## src/rtl/pfq_pkg.sv

```systemverilog
package pfq_pkg;

   localparam int unsigned WORD_W = 16;

   typedef enum logic [1:0] {
      EXC_NONE   = 2'd0,
      EXC_ACCESS = 2'd1,
      EXC_ADDR   = 2'd2
   } exc_code_e;

   typedef struct packed {
      logic              fault;
      logic [WORD_W-1:0] word;
   } slot_t;

endpackage

```

## src/rtl/pfq_store.sv

```systemverilog
module pfq_store
   import pfq_pkg::*;
#(
   parameter int unsigned DEPTH = 4,
   localparam int unsigned PTR_W = (DEPTH > 1) ? $clog2(DEPTH) : 1,
   localparam int unsigned CNT_W = $clog2(DEPTH + 1)
) (
   input  logic             clk,
   input  logic             rst_n,
   input  logic             flush,
   input  logic             push,
   input  slot_t            push_slot,
   input  logic             pop,
   output slot_t            head,
   output logic [CNT_W-1:0] count
);

   if (DEPTH < 2) begin : g_bad_depth
      $error("pfq_store: DEPTH must be at least 2");
   end

   logic [PTR_W-1:0] rd_ptr_q;
   logic [PTR_W-1:0] wr_ptr_q;
   logic [CNT_W-1:0] cnt_q;
   slot_t            slot_view [DEPTH];

   function automatic logic [PTR_W-1:0] ptr_next(input logic [PTR_W-1:0] p);
      return (p == PTR_W'(DEPTH - 1)) ? '0 : p + PTR_W'(1);
   endfunction

   for (genvar i = 0; i < DEPTH; i++) begin : g_slot
      slot_t slot_q;
      always_ff @(posedge clk or negedge rst_n) begin
         if (!rst_n) begin
            slot_q <= '0;
         end else if (push && !flush && (wr_ptr_q == PTR_W'(i))) begin
            slot_q <= push_slot;
         end
      end
      assign slot_view[i] = slot_q;
   end

   always_ff @(posedge clk or negedge rst_n) begin
      if (!rst_n) begin
         rd_ptr_q <= '0;
         wr_ptr_q <= '0;
         cnt_q    <= '0;
      end else if (flush) begin
         rd_ptr_q <= '0;
         wr_ptr_q <= '0;
         cnt_q    <= '0;
      end else begin
         if (push) wr_ptr_q <= ptr_next(wr_ptr_q);
         if (pop)  rd_ptr_q <= ptr_next(rd_ptr_q);
         cnt_q <= cnt_q + CNT_W'(push) - CNT_W'(pop);
      end
   end

   assign head  = slot_view[rd_ptr_q];
   assign count = cnt_q;

endmodule

```

## src/rtl/pfq_fetch_ctl.sv

```systemverilog
module pfq_fetch_ctl #(
   parameter int unsigned AW      = 24,
   parameter int unsigned DEPTH   = 4,
   parameter int unsigned EPOCH_W = 3,
   localparam int unsigned CNT_W  = $clog2(DEPTH + 1)
) (
   input  logic               clk,
   input  logic               rst_n,
   input  logic               flush,
   input  logic               restart,
   input  logic [AW-1:0]      restart_addr,
   input  logic               halted,
   input  logic               hold,
   input  logic [CNT_W-1:0]   occupancy,
   input  logic               rsp_valid,
   input  logic [EPOCH_W-1:0] rsp_tag,
   output logic               req,
   output logic [AW-1:0]      req_addr,
   output logic [EPOCH_W-1:0] req_tag,
   output logic               accept
);

   if (EPOCH_W < 1) begin : g_bad_epoch
      $error("pfq_fetch_ctl: EPOCH_W must be at least 1");
   end
   if (AW < 2) begin : g_bad_aw
      $error("pfq_fetch_ctl: AW must be at least 2");
   end

   logic [AW-1:0]      pc_q;
   logic [EPOCH_W-1:0] epoch_q;
   logic [CNT_W-1:0]   inflight_q;
   logic [CNT_W:0]     load;

   assign load     = {1'b0, occupancy} + {1'b0, inflight_q};
   assign req      = !halted && !hold && (load < (CNT_W + 1)'(DEPTH));
   assign req_addr = pc_q;
   assign req_tag  = epoch_q;
   assign accept   = rsp_valid && (rsp_tag == epoch_q) && !halted && !flush;

   always_ff @(posedge clk or negedge rst_n) begin
      if (!rst_n) begin
         pc_q       <= '0;
         epoch_q    <= '0;
         inflight_q <= '0;
      end else begin
         if (restart)  pc_q <= restart_addr;
         else if (req) pc_q <= pc_q + AW'(2);

         if (flush) begin
            epoch_q    <= epoch_q + EPOCH_W'(1);
            inflight_q <= '0;
         end else begin
            inflight_q <= inflight_q + CNT_W'(req) - CNT_W'(accept);
         end
      end
   end

endmodule

```

## src/rtl/pfq_fault_ctl.sv

```systemverilog
module pfq_fault_ctl
   import pfq_pkg::*;
(
   input  logic      clk,
   input  logic      rst_n,
   input  logic      redir_valid,
   input  logic      redir_odd,
   input  logic      consume,
   input  logic      head_fault,
   output logic      halted,
   output logic      kill,
   output logic      flush,
   output logic      exc_valid,
   output exc_code_e exc_code
);

   logic      halted_q;
   logic      exc_valid_q;
   exc_code_e exc_code_q;

   assign kill  = consume && head_fault && !redir_valid;
   assign flush = redir_valid || kill;

   always_ff @(posedge clk or negedge rst_n) begin
      if (!rst_n) begin
         halted_q    <= 1'b1;
         exc_valid_q <= 1'b0;
         exc_code_q  <= EXC_NONE;
      end else if (redir_valid) begin
         halted_q    <= redir_odd;
         exc_valid_q <= redir_odd;
         exc_code_q  <= redir_odd ? EXC_ADDR : EXC_NONE;
      end else if (kill) begin
         halted_q    <= 1'b1;
         exc_valid_q <= 1'b1;
         exc_code_q  <= EXC_ACCESS;
      end else begin
         exc_valid_q <= 1'b0;
         exc_code_q  <= EXC_NONE;
      end
   end

   assign halted    = halted_q;
   assign exc_valid = exc_valid_q;
   assign exc_code  = exc_code_q;

endmodule

```

## src/rtl/ftag_prefetch_q.sv

```systemverilog
module ftag_prefetch_q
   import pfq_pkg::*;
#(
   parameter int unsigned AW      = 24,
   parameter int unsigned DEPTH   = 4,
   parameter int unsigned EPOCH_W = 3
) (
   input  logic               clk,
   input  logic               rst_n,
   output logic               fetch_req,
   output logic [AW-1:0]      fetch_addr,
   output logic [EPOCH_W-1:0] fetch_tag,
   input  logic               fetch_rsp_valid,
   input  logic [15:0]        fetch_rsp_data,
   input  logic               fetch_rsp_err,
   input  logic [EPOCH_W-1:0] fetch_rsp_tag,
   input  logic               redir_valid,
   input  logic [AW-1:0]      redir_target,
   input  logic               dec_pop,
   output logic               dec_valid,
   output logic [15:0]        dec_word,
   output logic               kill,
   output logic               exc_valid,
   output logic [1:0]         exc_code
);

   localparam int unsigned CNT_W = $clog2(DEPTH + 1);

   if (WORD_W != 16) begin : g_bad_word
      $error("ftag_prefetch_q: word width must be 16");
   end

   logic             halted;
   logic             flush;
   logic             consume;
   logic             accept;
   logic             kill_i;
   logic [CNT_W-1:0] count;
   slot_t            head;
   slot_t            push_slot;
   exc_code_e        exc_code_i;

   assign dec_valid = (count != '0) && !halted;
   assign dec_word  = head.word;
   assign consume   = dec_pop && dec_valid;
   assign push_slot = '{fault: fetch_rsp_err, word: fetch_rsp_data};
   assign kill      = kill_i;
   assign exc_code  = exc_code_i;

   pfq_fault_ctl u_fault (
      .clk         (clk),
      .rst_n       (rst_n),
      .redir_valid (redir_valid),
      .redir_odd   (redir_target[0]),
      .consume     (consume),
      .head_fault  (head.fault),
      .halted      (halted),
      .kill        (kill_i),
      .flush       (flush),
      .exc_valid   (exc_valid),
      .exc_code    (exc_code_i)
   );

   pfq_fetch_ctl #(.AW(AW), .DEPTH(DEPTH), .EPOCH_W(EPOCH_W)) u_fetch (
      .clk          (clk),
      .rst_n        (rst_n),
      .flush        (flush),
      .restart      (redir_valid && !redir_target[0]),
      .restart_addr (redir_target),
      .halted       (halted),
      .hold         (redir_valid),
      .occupancy    (count),
      .rsp_valid    (fetch_rsp_valid),
      .rsp_tag      (fetch_rsp_tag),
      .req          (fetch_req),
      .req_addr     (fetch_addr),
      .req_tag      (fetch_tag),
      .accept       (accept)
   );

   pfq_store #(.DEPTH(DEPTH)) u_store (
      .clk       (clk),
      .rst_n     (rst_n),
      .flush     (flush),
      .push      (accept),
      .push_slot (push_slot),
      .pop       (consume && !flush),
      .head      (head),
      .count     (count)
   );

endmodule

```

## config.mk

```make
export PLATFORM = sky130hd
export DESIGN_NAME = ftag_prefetch_q
export DESIGN_NICKNAME = d
export VERILOG_FILES = /design/src/rtl/pfq_pkg.sv /design/src/rtl/pfq_store.sv /design/src/rtl/pfq_fetch_ctl.sv /design/src/rtl/pfq_fault_ctl.sv /design/src/rtl/ftag_prefetch_q.sv
export SDC_FILE = /design/constraint.sdc
export NUM_CORES = 1
export LEC_CHECK = 0
export ABC_AREA = 0
export BUFFER_PORTS_ARGS = -buffer_cell sky130_fd_sc_hd__buf_2
export CORE_MARGIN = 2
export CORE_UTILIZATION = 37
export CTS_CLUSTER_SIZE = 20
export DETAILED_ROUTE_END_ITERATION = 6
export SETUP_SLACK_MARGIN = 0.3
export SYNTH_ARGS = -nofsm -noshare
export SYNTH_HDL_FRONTEND = slang
export SYNTH_SLANG_ARGS = --single-unit
export TNS_END_PERCENT = 20
```

## constraint.sdc

```tcl
create_clock -name clk -period 4.1 [get_ports clk]
set_clock_uncertainty 0.05 [all_clocks]
set_input_delay 0.82 -clock clk [delete_from_list [all_inputs] [get_ports clk]]
set_output_delay 0.82 -clock clk [all_outputs]
set_load 0.01 [all_outputs]
```

[After elaboration in Yosys (flattened, before gate mapping)]
Cells that the tools add are included.
Word-level totals
  bits in registers: 109
  bits in latches: 0
  RAM bits: 0
  bits in read-only memories: 0
  input port bits: 49
  output and inout port bits: 49
  logic and storage cells: 81
  memories kept: 0
Operators by class
  add/sub/neg operators: 9
  multiply operators: 0
  divide/modulo/power cells: 0
  magnitude comparators: 2
  equal/unequal tests: 5
  shift operators: 0
  multiplexer cells: 20
  bitwise logic cells: 1
  reductions and logical operators: 27
Operators with widths (count)
  $mux 24: 2
  $bmux 17 s2: 1
  $mux 17: 2
  $add 24x2->24 const B: 1
  $logic_and 1x1->1: 16
  $mux 2: 8
  $reduce_bool 2->1: 4
  $add 3x1->3: 2
  $eq 2x2->1 const B: 3
  $mux 3: 2
  $sub 3x1->3: 2
  $mux 1: 5
  $add 2x1->2 const B: 2
  $add 3x3->4: 1
  $logic_not 1->1: 4
  $lt 4x3->1 const B: 1
  $add 3x1->3 const B: 1
  $eq 3x3->1: 1
  $ge 3x3->1 const B: 1
  $not 2->3: 1
  $reduce_bool 3->1: 1
  $eq 2x1->1 const B: 1
  $logic_not 2->1: 1
  $logic_or 1x1->1: 1

[Longest topological paths before layout]
Gate-level depths: netlist of the first run.
  word-level depth: 12
  depth in mapped cells: 13
  mapped depth without buffers: 11

[By module]
From an unflattened synthesis of the first run, not the netlist that was laid out.
Second synthesis, totals
  cell total of the unflattened synthesis: 411
  area, all modules: 5536.6 um^2
By module, submodules not included
  pfq_store: instances 1, cells each 201, area each 3552.2 um^2, seq. area each 1876.8 um^2
  pfq_fetch_ctl: instances 1, cells each 193, area each 1795.5 um^2, seq. area each 750.7 um^2
  pfq_fault_ctl: instances 1, cells each 12, area each 146.4 um^2, seq. area each 101.3 um^2
  ftag_prefetch_q: instances 1, cells each 5, area each 42.5 um^2, seq. area each 0.0 um^2

[Worst setup path after synthesis of the first run]
Ideal clock, no wire load.
  kind: input to register
  start: input fetch_rsp_tag[2]
  end: register u_fetch.inflight_q[2]
  setup time: 0.132 ns
  data arrival time: 2.855 ns
  required time: 3.918 ns
  slack: 1.063 ns
  stages: 11
  buffers on the path: 0
  cells stage by stage: xor2_1 > nor4_2 > and2_1 > ha_1 > inv_1 > ha_1 > inv_1 > fa_1 > xor2_1 > xnor2_1 > nor2_1
Between the ends
  longest elaborated chain between the ends: 6
Ends and longest elaborated chain
  start, declared: line ftag_prefetch_q.sv:16  | input logic [EPOCH_W-1:0] fetch_rsp_tag,
  $eq 3x3->1: line pfq_fetch_ctl.sv:39  | assign accept = rsp_valid && (rsp_tag == epoch_q) && !halted && !flush;
  $logic_and 1x1->1 (3 in a row): line pfq_fetch_ctl.sv:39
  $sub 3x1->3: line pfq_fetch_ctl.sv:54  | inflight_q <= inflight_q + CNT_W'(req) - CNT_W'(accept);
  $mux 3: line pfq_fetch_ctl.sv:50  | if (flush) begin
  end signal, assigned: line pfq_fetch_ctl.sv:54
  end, declared: line pfq_fetch_ctl.sv:32  | logic [CNT_W-1:0] inflight_q;
Every way passes these cells.
A chain may end at the register's enable or synchronous reset.

[Final worst setup path of the first run]
  start: register u_store.cnt_q[2] (netlist: u_store.count[2])
  end: output fetch_req
Between the ends
  longest elaborated chain between the ends: 3
Ends and longest elaborated chain
  start, declared: line pfq_store.sv:24  | logic [CNT_W-1:0] cnt_q;
  start signal, assigned: line pfq_store.sv:55  | cnt_q <= cnt_q + CNT_W'(push) - CNT_W'(pop);
  $add 3x3->4: line pfq_fetch_ctl.sv:35  | assign load = {1'b0, occupancy} + {1'b0, inflight_q};
  $lt 4x3->1: line pfq_fetch_ctl.sv:36  | assign req = !halted && !hold && (load < (CNT_W + 1)'(DEPTH));
  $logic_and 1x1->1: line pfq_fetch_ctl.sv:36
  end, declared: line ftag_prefetch_q.sv:10  | output logic fetch_req,
Every way passes these cells.

==> results of run 1 <==
-- sequential cells by signal, summed over array words and instances (netlist names) --
register and count:
u_fault.exc_code 2, u_fault.exc_valid 1, u_fault.halted 1, u_fetch.inflight_q 3, u_fetch.req_addr 24, u_fetch.req_tag 3
u_store.count 3, u_store.g_slot.slot_q 68, u_store.rd_ptr_q 2, u_store.wr_ptr_q 2
-- area by class of cell --
type	count	area [um2]
clock buffer	9	225
sequential	109	2730
inverter	14	52.6
tap	180	225
fill	1319	7660
multi-input combinational	276	2410
clock inverter	7	76.3
timing repair buffer	106	556
-- power by group --
part / total, W / switching (W) / leakage, nW / internal (W)
clock: 0.000881 / 0.000405 / 0.142 / 0.000476
combinational: 0.000662 / 0.000326 / 1.46 / 0.000336
sequential: 0.00135 / 0.000122 / 1.43 / 0.00123
total: 0.00289 / 0.000854 / 3.03 / 0.00204
-- routing by layer --
metal | vias to the layer above | global-route usage (%)
met5 | - | 0
met4 | 0 | 6.25
met3 | 15 | 3.30
met2 | 75 | 25.8
met1 | 1846 | 23.0
li1 | 1742 | -
-- Yosys cell counts, drive strengths merged, types with 2 or more instances --
cell type / count
a21oi: 2
a31oi: 19
and2: 6
and2b: 2
and3: 3
buf: 9
clkbuf: 12
dfrtp: 108
fa: 2
ha: 13
inv: 14
mux2: 69
mux2i: 2
mux4: 17
nand2: 22
nand2b: 2
nand3: 17
nand4: 2
nor2: 29
nor4: 3
o21ai: 7
o31ai: 12
or2: 3
or3: 8
or4: 19
xnor2: 6
xor2: 6
-- stage by stage --
stage,setup WS [ps],hold slack (ps)
4_1_cts,1050,443
6_report,1080,438
5_1_grt,685,453
3_3_place_gp,828,418
2_1_floorplan,1060,409
3_5_place_dp,795,424
-- cells by family after synthesis --
group,after synthesis,synth area share (%)
AND/OR/NAND/NOR,117,11.8
flip-flops,109,51.5
multiplexers,88,22.3
AO/OA/AOI/OAI,44,5.72
buffers and inverters,35,2.88
adder cells (fa/ha/maj),15,3.83
XOR/XNOR,12,1.98
-- critical path: stages (launching register included) --
cell and delay (ps):
dfrtp_1 410, ha_1 320, nor4_1 280, nand3_1 460, inv_2 190, buf_2 150
-- how the worst max path moves through the flow --
stage / startpoint / to / slack [ps] / cells past startpoint
after floorplan: fetch_rsp_tag[2] / u_fetch.inflight_q[2] / 1060 / 11
after global placement: fetch_rsp_tag[2] / u_fetch.inflight_q[2] / 830 / 12
after detailed placement: fetch_rsp_tag[2] / u_fetch.inflight_q[2] / 800 / 12
after CTS: u_store.count[2] / fetch_req / 1050 / 5
after global routing: u_store.count[1] / u_fetch.inflight_q[2] / 680 / 11
final: u_store.count[2] / fetch_req / 1080 / 5
==> metrics, run 1 <==
status finished, final reports clean; Starting DRT DRC Count 177; HPWL Detailed 8010 um; htree depth 3; number of port buffers 97; DR top layer met4; Net Count, Synth 484; num ports 98; Slew @ Worst Pin 809 ps; number of enable flip-flop cells after synthesis 0; async set or reset register ratio after synthesis 100%; met2 wire length 5320 um; placed cell areas 5980 um2; TritonCTS clock tree done; initial antenna violation count 0; drc violations 0; Reg2Reg Setup Slack 1080 ps; Bufs on Longest Clock Path 2; All-Layer GR Usage 16.6%; Worst-path clk slew 70 ps; antenna cells 0; setup repair after global routing missed its margin false; Synth area leaders dfrtp_1 51%, mux2_1 11%, mux4_2 7.2%, mux2_2 4.0%, ha_1 3.1%; Pwr Total 0.00289 W; synthesized cell area 5300 um2; area leader, netlist dfrtp_1; Starting Density 38.0%; worst hold start u_fetch.req_addr[0]; max_cap viols 0; hold_buf cts 0; post-synth cell types 41; fin. max-slew vios 0; final non-filler cell total 701; Hold Crit Class reg -> reg; Core ar. 13900 um2; final hold violation count 0; Startpoint Class flip-flop; fmax 331 MHz; CP arrival 2150 ps; hold depth 1; final setup vio count 0; Via density 5.25; Die Height 124 um; post-layout min period 3020 ps; Setup Fix Bufs, Post-CTS 0; Top FF cell, synth dfrtp_1; CTS Buf Count 9; average wire per standard cell 16.5 um; placed cell count 685; end point of the worst hold path u_fetch.req_addr[0]; reg2reg start u_store.count[2]; first-pass GRT wire length 19300 um; pwr/cell area 461 nW/um2; reg2reg end u_fetch.inflight_q[2]; Setup TNS 0 ps; worst vdd ir 0.192 mV; area of the die 15300 um2; CTS resizes 0; ANT nets after route 0; Worst-Skew Late Latency 350 ps; gpl congestion 0.803; Worst Setup End Kind primary output; Final #Nets 580; #FFs+latches synth 109; Setup CP Type reg -> out; WL met3 597 um; Worst EP required 3230 ps; number of global-route vias before repair 3803; Initial DRT Pass Iterations 4; die width 124 um; R2R depth 11; CTS root buf clkbuf_16; layout cell share with drive strength beyond 1 32.1%; Cells after Synth 420; grt ovf 0; CP Max Fanout 13; row cnt 43; Sink Count 109; most common cell after layout, fill and taps aside dfrtp_1; area grow syn2layout 18.5%; Metal-1 WL 5460 um; Avg Synthesized Cell Area 12.6 um2; final instance area 6280 um2; Seq/Total Area, Yosys 51.5%; top-area cell type share of the netlist area 51.0%; post-route clock period utilization 73.7%; Post-Route WL 11600 um; Slew headroom 46.0%; DR vias 3678; Ys Warns 0; leading cell types in the layout, fill and taps excluded 108 x dfrtp_1, 96 x buf_2, 50 x mux2_1; utilization after layout 45.1%; LEAKAGE 3.03 nW; largest net degree at the start of global routing 63
Note: power is estimated with default switching activity, not from simulation.
==> run 2, diff against run 1 <==
--- a/config.mk
+++ b/config.mk
@@ -5,7 +5,7 @@
 export SDC_FILE = /design/constraint.sdc
 export NUM_CORES = 1
 export LEC_CHECK = 0
-export ABC_AREA = 0
+export ABC_AREA = 1
 export BUFFER_PORTS_ARGS = -buffer_cell sky130_fd_sc_hd__buf_2
 export CORE_MARGIN = 2
 export CORE_UTILIZATION = 37
==> constraint.sdc (replaced) <==
create_clock -name clk -period 3.1 [get_ports clk]
set_clock_uncertainty 0.05 [all_clocks]
set_input_delay 0.62 -clock clk [delete_from_list [all_inputs] [get_ports clk]]
set_output_delay 0.62 -clock clk [all_outputs]
set_load 0.01 [all_outputs]
==> run 2 against run 1 <==
Worst setup slack worse by 520 ps. Clock power up 37%. Core utilization down 0.51 points. Largest cell class unchanged. Clock-buffer cell count rose by 2. Critical path depth increased by 9. Combinational power is 68% higher. Non-clock buffer count increased by 3. Hold slack worse by 210 ps. Sequential share of layout area is 3.2 points lower. Sequential power rose by 39%. Global-route usage increased by 2.0 points.
==> metrics, run 2 <==
status finished, final reports clean (unchanged); LEAKAGE 3.79 nW (was 3.03 nW); #FFs+latches synth 109 (unchanged); CP endpoint u_fetch.inflight_q[2] (was fetch_req); grt ovf 0 (unchanged); layout cell share with drive strength beyond 1 16.8% (was 32.1%); Hold Crit Class in -> async (was reg -> reg); CP arrival 2790 ps (was 2150 ps); antenna cells 0 (unchanged); Top FF cell, synth dfrtp_1 (unchanged); Die Height 129 um (was 124 um); Hold Worst Slack 231 ps (was 438 ps); fmax 393 MHz; CP max-delay cell dfrtp_1 (was nand3_1); max reg flops 68 (unchanged); number of global-route vias before repair 4869 (was 3803); top-area cell type share of the netlist area 46.8% (was 51.0%); Worst Setup End Kind flip-flop (was primary output); synthesized cell area 5770 um2 (was 5300 um2); sequential cell fraction of total power 44.7% (was 46.7%); HPWL Detailed 9830 um (was 8010 um); num ports 98 (unchanged); htree depth 3 (unchanged); Via density 4.83 (was 5.25); Cell Int Power 0.00276 W (was 0.00204 W); number of port buffers 97 (unchanged); Slew headroom 55.3% (was 46.0%); Worst Setup SP u_store.count[1] (was u_store.count[2]); initial antenna violation count 0 (unchanged); Avg Synthesized Cell Area 7.39 um2 (was 12.6 um2); Net Count, Synth 845 (was 484); final non-filler cell total 1067 (was 701); most common cell in the netlist nand2_1 (was dfrtp_1); Synth area leaders dfrtp_1 47%, nand2_1 21%, nor2_1 6.3%, o21ai_0 4.2%, inv_1 3.6% (was dfrtp_1 51%, mux2_1 11%, mux4_2 7.2%, mux2_2 4.0%, ha_1 3.1%); average wire per standard cell 13.9 um (was 16.5 um); gpl congestion 0.766 (was 0.803); post-synth cell types 29 (was 41); clock share of power 28.8% (was 30.5%); Worst-Skew Late Latency 360 ps (was 350 ps); Seq/Total Area, Yosys 47.3% (was 51.5%); reg2reg end u_fetch.inflight_q[2] (unchanged); fillcell total 1590 (was 1319); Setup CP Type reg -> reg (was reg -> out); Crit path largest cell delay 440 ps (was 460 ps); drc violations 0 (unchanged); Bufs on Longest Clock Path 2 (unchanged); first-pass GRT wire length 24200 um (was 19300 um); top cells by count, synth 328 x nand2_1, 108 x dfrtp_1, 97 x nor2_1 (was 108 x dfrtp_1, 50 x mux2_1, 29 x nor2_1); TritonCTS clock tree done (unchanged); placed cell count 1051 (was 685); row cnt 45 (was 43); post-layout min period 2540 ps; post-route clock period utilization 82.1%; final hold violation count 0 (unchanged); Reg2Reg Setup Slack 560 ps (was 1080 ps); largest net degree at the start of global routing 50 (was 63); area leader, netlist dfrtp_1 (unchanged); leading cell types in the layout, fill and taps excluded 328 x nand2_1, 107 x dfrtp_1, 97 x nor2_1 (was 108 x dfrtp_1, 96 x buf_2, 50 x mux2_1); Cells after Synth 781 (was 420); DR vias 5150 (was 3678); number of enable flip-flop cells after synthesis 0 (unchanged); pwr/cell area 618 nW/um2 (was 461 nW/um2); Final #Nets 938 (was 580); CP cell instances nor2_1, nand2_1, nand2_1, nor2_1, nand2_4, nand3_4, inv_1, ha_1, inv_1, ha_1, inv_1, fa_1, xor2_1, nor2_1 (was ha_1, nor4_1, nand3_1, inv_2, buf_2); most common cell after layout, fill and taps aside nand2_1 (was dfrtp_1); Logic pwr share 26.5% (was 22.9%); Worst-path clk slew 70 ps (about the same); Largest Register u_store.g_slot.slot_q (unchanged); CTS Buf Count 9 (unchanged); Starting Density 38.0% (about the same); final setup vio count 0 (unchanged); worst vdd ir 0.323 mV (was 0.192 mV); switch share 34.1% (was 29.5%); R2R depth 14 (was 11); hold_buf cts 0 (unchanged); Slew @ Worst Pin 671 ps (was 809 ps); Starting DRT DRC Count 352 (was 177); async set or reset register ratio after synthesis 100% (unchanged); CTS root buf clkbuf_16 (unchanged); Initial DRT Pass Iterations 6 (was 4); max_cap viols 0 (unchanged); ANT nets after route 0 (unchanged); Worst EP required 3340 ps (was 3230 ps); reg2reg start u_store.count[1] (was u_store.count[2]); fin. max-slew vios 0 (unchanged); Ys Warns 0 (unchanged); Sink Count 109 (unchanged); Setup TNS 0 ps (unchanged); area grow syn2layout 17.4% (was 18.5%); All-Layer GR Usage 18.6% (was 16.6%); Core ar. 15200 um2 (was 13900 um2); area of the die 16600 um2 (was 15300 um2); switching power 0.00143 W (was 0.000854 W); die width 129 um (was 124 um); Startpoint Class flip-flop (unchanged); Post-Route WL 14800 um (was 11600 um); CP Max Fanout 9 (was 13); setup repair after global routing missed its margin true (was false)
run 2: worst min path at each step:
stage                            startpoint                           end  slack [ps]  cells after the start
6_report                              rst_n           u_fetch.req_addr[3]         230                      1
4_1_cts                               rst_n             u_fault.exc_valid         260                      1
2_1_floorplan                         rst_n           u_fault.exc_code[0]         270                      0
5_1_grt                               rst_n           u_fetch.req_addr[3]         280                      1
3_3_place_gp   u_store.g_slot[1].slot_q[10]  u_store.g_slot[1].slot_q[10]         410                      2
3_5_place_dp   u_store.g_slot[1].slot_q[13]  u_store.g_slot[1].slot_q[13]         410                      2
run 2: kinds of logic (layout without fill, tap and decap cells):
family                     count (synthesis)  after routing  synth area share [%]
and+or+nand+nor                          479            479                  34.0
DFF                                      109            109                  47.3
buffers and inverters                     86            184                  6.18
AOI/OAI and AO/OA                         84             84                  7.81
adders and majority gates                 15             15                  3.51
xor gates and xnor gates                   8              8                  1.21
run 2: through the flow:
stage                     utilization [%]  power [W]  area [um2]  worst slack [ps]
final                                44.6    0.00419        6770               556
after global routing                 44.6    0.00448        6770               253
after CTS                            44.5    0.00425        6770               420
after detailed placement             42.5    0.00301        6460               344
after global placement               42.5    0.00301        6460               374
after floorplan                         -    0.00256        5770               513
run 2: layout make-up:
type	count	area [um2]	area share, %
Clock buffer	11	243	3.58
Clock inverter	5	63.8	0.942
Inverter	59	221	3.27
Multi-Input combinational cell	586	2690	39.7
Sequential cell	109	2730	40.3
Tap cell	188	235	3.47
Timing Repair Buffer	109	591	8.72
run 2: metal layers:
metal / up-vias / global-route usage, % / part of all wire [%]
li1: 2624 / - / -
met1: 2363 / 24.5 / 47
met2: 146 / 30.5 / 46
met3: 17 / 4.20 / 6.1
met4: 0 / 5.82 / 1.5
met5: - / 0 / 0
run 2: power by group through the flow:
stage	clock network, W	registers [W]	logic, W
after floorplan	0	0.00190	0.000665
after global placement	0	0.00190	0.00111
after detailed placement	0	0.00190	0.00112
after CTS	0.00125	0.00187	0.00112
after global routing	0.00130	0.00191	0.00128
final	0.00121	0.00187	0.00111
run 2: worst max-delay path, delay by kind of cell (launching register included):
family	cells	cell delay, ps
xor+xnor	1	170
simple gates	7	860
buf+inv	3	190
flops	1	440
fa+ha+maj	3	760
run 2: what timing repair did:
action | 4_1_cts | 5_1_grt
setup endpoints to repair | 0 | 8
buffers inserted | 0 | 0
resized for setup | 0 | 2
==> run 3, diff against run 2 <==
==> constraint.sdc (replaced) <==
create_clock -name clk -period 2.5 [get_ports clk]
set_clock_uncertainty 0.05 [all_clocks]
set_input_delay 0.5 -clock clk [delete_from_list [all_inputs] [get_ports clk]]
set_output_delay 0.5 -clock clk [all_outputs]
set_load 0.01 [all_outputs]
==> run 3 against run 2 <==
Maximum frequency is 13% higher. Non-clock buffer count is 27 higher. Clock power is 16% higher. Worst setup slack worse by 310 ps. First-iteration DRC count is 14% higher.
==> metrics, run 3 (same netlist as run 2, synthesis figures left out) <==
Logic pwr share 27.9% (was 26.5%); Core ar. 15200 um2 (unchanged); fin. max-slew vios 0 (unchanged); max_cap viols 0 (unchanged); layout cell share with drive strength beyond 1 21.0% (was 16.8%); die width 129 um (unchanged); initial antenna violation count 1 (was 0); grt ovf 0 (unchanged); max reg flops 68 (unchanged); Die Height 129 um (unchanged); worst vdd ir 0.393 mV (was 0.323 mV); average wire per standard cell 13.9 um (about the same); fmax 444 MHz (was 393 MHz); multi-input logic area 2760 um2 (was 2690 um2); Post-Route WL 15200 um (was 14800 um); switch share 35.3% (was 34.1%); Final #Nets 965 (was 938); Setup TNS 0 ps (unchanged); reg2reg start u_store.count[2] (was u_store.count[1]); final hold violation count 0 (unchanged); Worst Setup SP u_store.count[2] (was u_store.count[1]); All-Layer GR Usage 19.4% (was 18.6%); post-layout min period 2250 ps (was 2540 ps); gpl congestion 0.804 (was 0.766); Worst-Skew Late Latency 360 ps (about the same); Slew @ Worst Pin 547 ps (was 671 ps); CP arrival 2450 ps (was 2790 ps); drc violations 0 (unchanged); pwr/cell area 731 nW/um2 (was 618 nW/um2); area of the die 16600 um2 (unchanged); most common cell after layout, fill and taps aside nand2_1 (unchanged); Slew headroom 63.4% (was 55.3%); pre-CTS setup slack 127 ps (was 344 ps); R2R depth 12 (was 14); Setup CP Type reg -> reg (unchanged); Sink Count 109 (unchanged); Starting DRT DRC Count 400 (was 352); CP endpoint u_fetch.inflight_q[1] (was u_fetch.inflight_q[2]); Worst Setup End Kind flip-flop (unchanged); setup repair after global routing missed its margin true (unchanged); reg2reg end u_fetch.inflight_q[1] (was u_fetch.inflight_q[2]); sequential cell fraction of total power 45.0% (was 44.7%); Starting Density 38.0% (unchanged); Bufs on Longest Clock Path 2 (unchanged); first-pass GRT wire length 25300 um (was 24200 um); FF/Latch Area 2730 um2 (about the same); htree depth 3 (unchanged); DR vias 5266 (was 5150); HPWL Detailed 10100 um (was 9830 um); setup slack after layout 245 ps (was 556 ps); row cnt 45 (unchanged); area grow syn2layout 22.3% (was 17.4%); final setup vio count 0 (unchanged); CP Max Fanout 2 (was 9); CTS Buf Count 9 (unchanged); Worst EP required 2690 ps (was 3340 ps); TritonCTS clock tree done (unchanged); Cell Int Power 0.00334 W (was 0.00276 W); number of global-route vias before repair 5109 (was 4869); Startpoint Class flip-flop (unchanged); switching power 0.00182 W (was 0.00143 W); Via density 4.81 (was 4.83); post-route clock period utilization 90.2% (was 82.1%); largest net degree at the start of global routing 44 (was 50); Initial DRT Pass Iterations 4 (was 6); fillcell total 1585 (was 1590); Hold Crit Class in -> reg (was in -> async); leading cell types in the layout, fill and taps excluded 326 x nand2_1, 108 x dfrtp_1, 96 x buf_2 (was 328 x nand2_1, 107 x dfrtp_1, 97 x nor2_1); Reg2Reg Setup Slack 250 ps (was 560 ps); clock share of power 27.1% (was 28.8%); number of port buffers 97 (unchanged); LEAKAGE 3.91 nW (was 3.79 nW); Largest Register u_store.g_slot.slot_q (unchanged); num ports 98 (unchanged); status finished, final reports clean (unchanged); Worst-path clk slew 80 ps (was 70 ps); CTS root buf clkbuf_16 (unchanged); utilization after layout 46.4% (was 44.6%); ANT nets after route 0 (unchanged)
==> run 3: changes by cell type in the layout (fill, tap and decap cells not counted), sizes merged <==
cell         delta
dlygate4sd3     +1
inv             +1
clkbuf          -1
clkinv          +1
buf            +26
bufinv          -1
diode           +1
==> run 3: power groups by stage <==
stage	sequential (W)	combinational, W	clock, W
detailed placement	0.00235	0.00142	0
global route	0.00237	0.00167	0.00151
floorplan	0.00236	0.000837	0
finish	0.00232	0.00144	0.00140
global placement	0.00234	0.00141	0
CTS	0.00232	0.00144	0.00145
==> run 3: cell type report <==
cell class	count	area share [%]
Clock buffer	10	3.25
Antenna cell	1	0.0355
Inverter	59	3.18
Tap cell	188	3.34
Multi-Input combinational cell	586	39.1
Sequential cell	109	38.7
Timing Repair Buffer	136	11.7
Clock inverter	6	0.727
==> run 3: worst min path at each step <==
stage	from	endpoint	slack [ps]	cells after the start
3_5_place_dp	rst_n	u_fetch.req_addr[0]	380	1
5_1_grt	fetch_rsp_data[8]	u_store.g_slot[2].slot_q[8]	330	3
4_1_cts	fetch_rsp_data[14]	u_store.g_slot[1].slot_q[14]	320	3
3_3_place_gp	rst_n	u_fault.exc_code[0]	380	1
2_1_floorplan	rst_n	u_fault.exc_code[0]	150	0
6_report	fetch_rsp_data[14]	u_store.g_slot[1].slot_q[14]	330	3
==> run 3: repair_timing <==
action | 4_1_cts | 5_1_grt
endpoints found under the hold margin | 21 | 0
gates resized for setup | 9 | 9
pin swaps | 5 | 9
hold buffers | 1 | 0
endpoints found under the setup margin | 14 | 11
setup buffers | 5 | 8
==> run 3: stage by stage <==
| stage | std cells | power (W) | hold slack, ps | instance area, um2 |
|---|---|---|---|---|
| final | 1095 | 0.00515 | 329 | 7050 |
| after global routing | 1094 | 0.00555 | 334 | 7050 |
| after CTS | 1086 | 0.00520 | 315 | 6950 |
| after detailed placement | 1064 | 0.00377 | 380 | 6590 |
| after global placement | 1064 | 0.00376 | 383 | 6590 |
| after floorplan | 781 | 0.00319 | 154 | 5810 |
==> run 3: routing by layer <==
| layer | vias up | wire length, um | global-route usage [%] |
|---|---|---|---|
| met3 | 6 | 844 | 4.49 |
| met2 | 132 | 7230 | 32.9 |
| li1 | 2689 | - | - |
| met4 | 0 | 89 | 3.77 |
| met1 | 2439 | 7040 | 25.7 |
| met5 | - | 0 | 0 |
==> run 3: critical path, cell delays in order, from the launching register on <==
cell and delay [ps]:
dfrtp_1 390, buf_4 150, ha_4 230, nor2_2 100
nand2_1 60, nor2_2 150, inv_2 60, ha_4 210
inv_2 50, ha_4 110, inv_2 30, fa_2 520
nor2_1 40
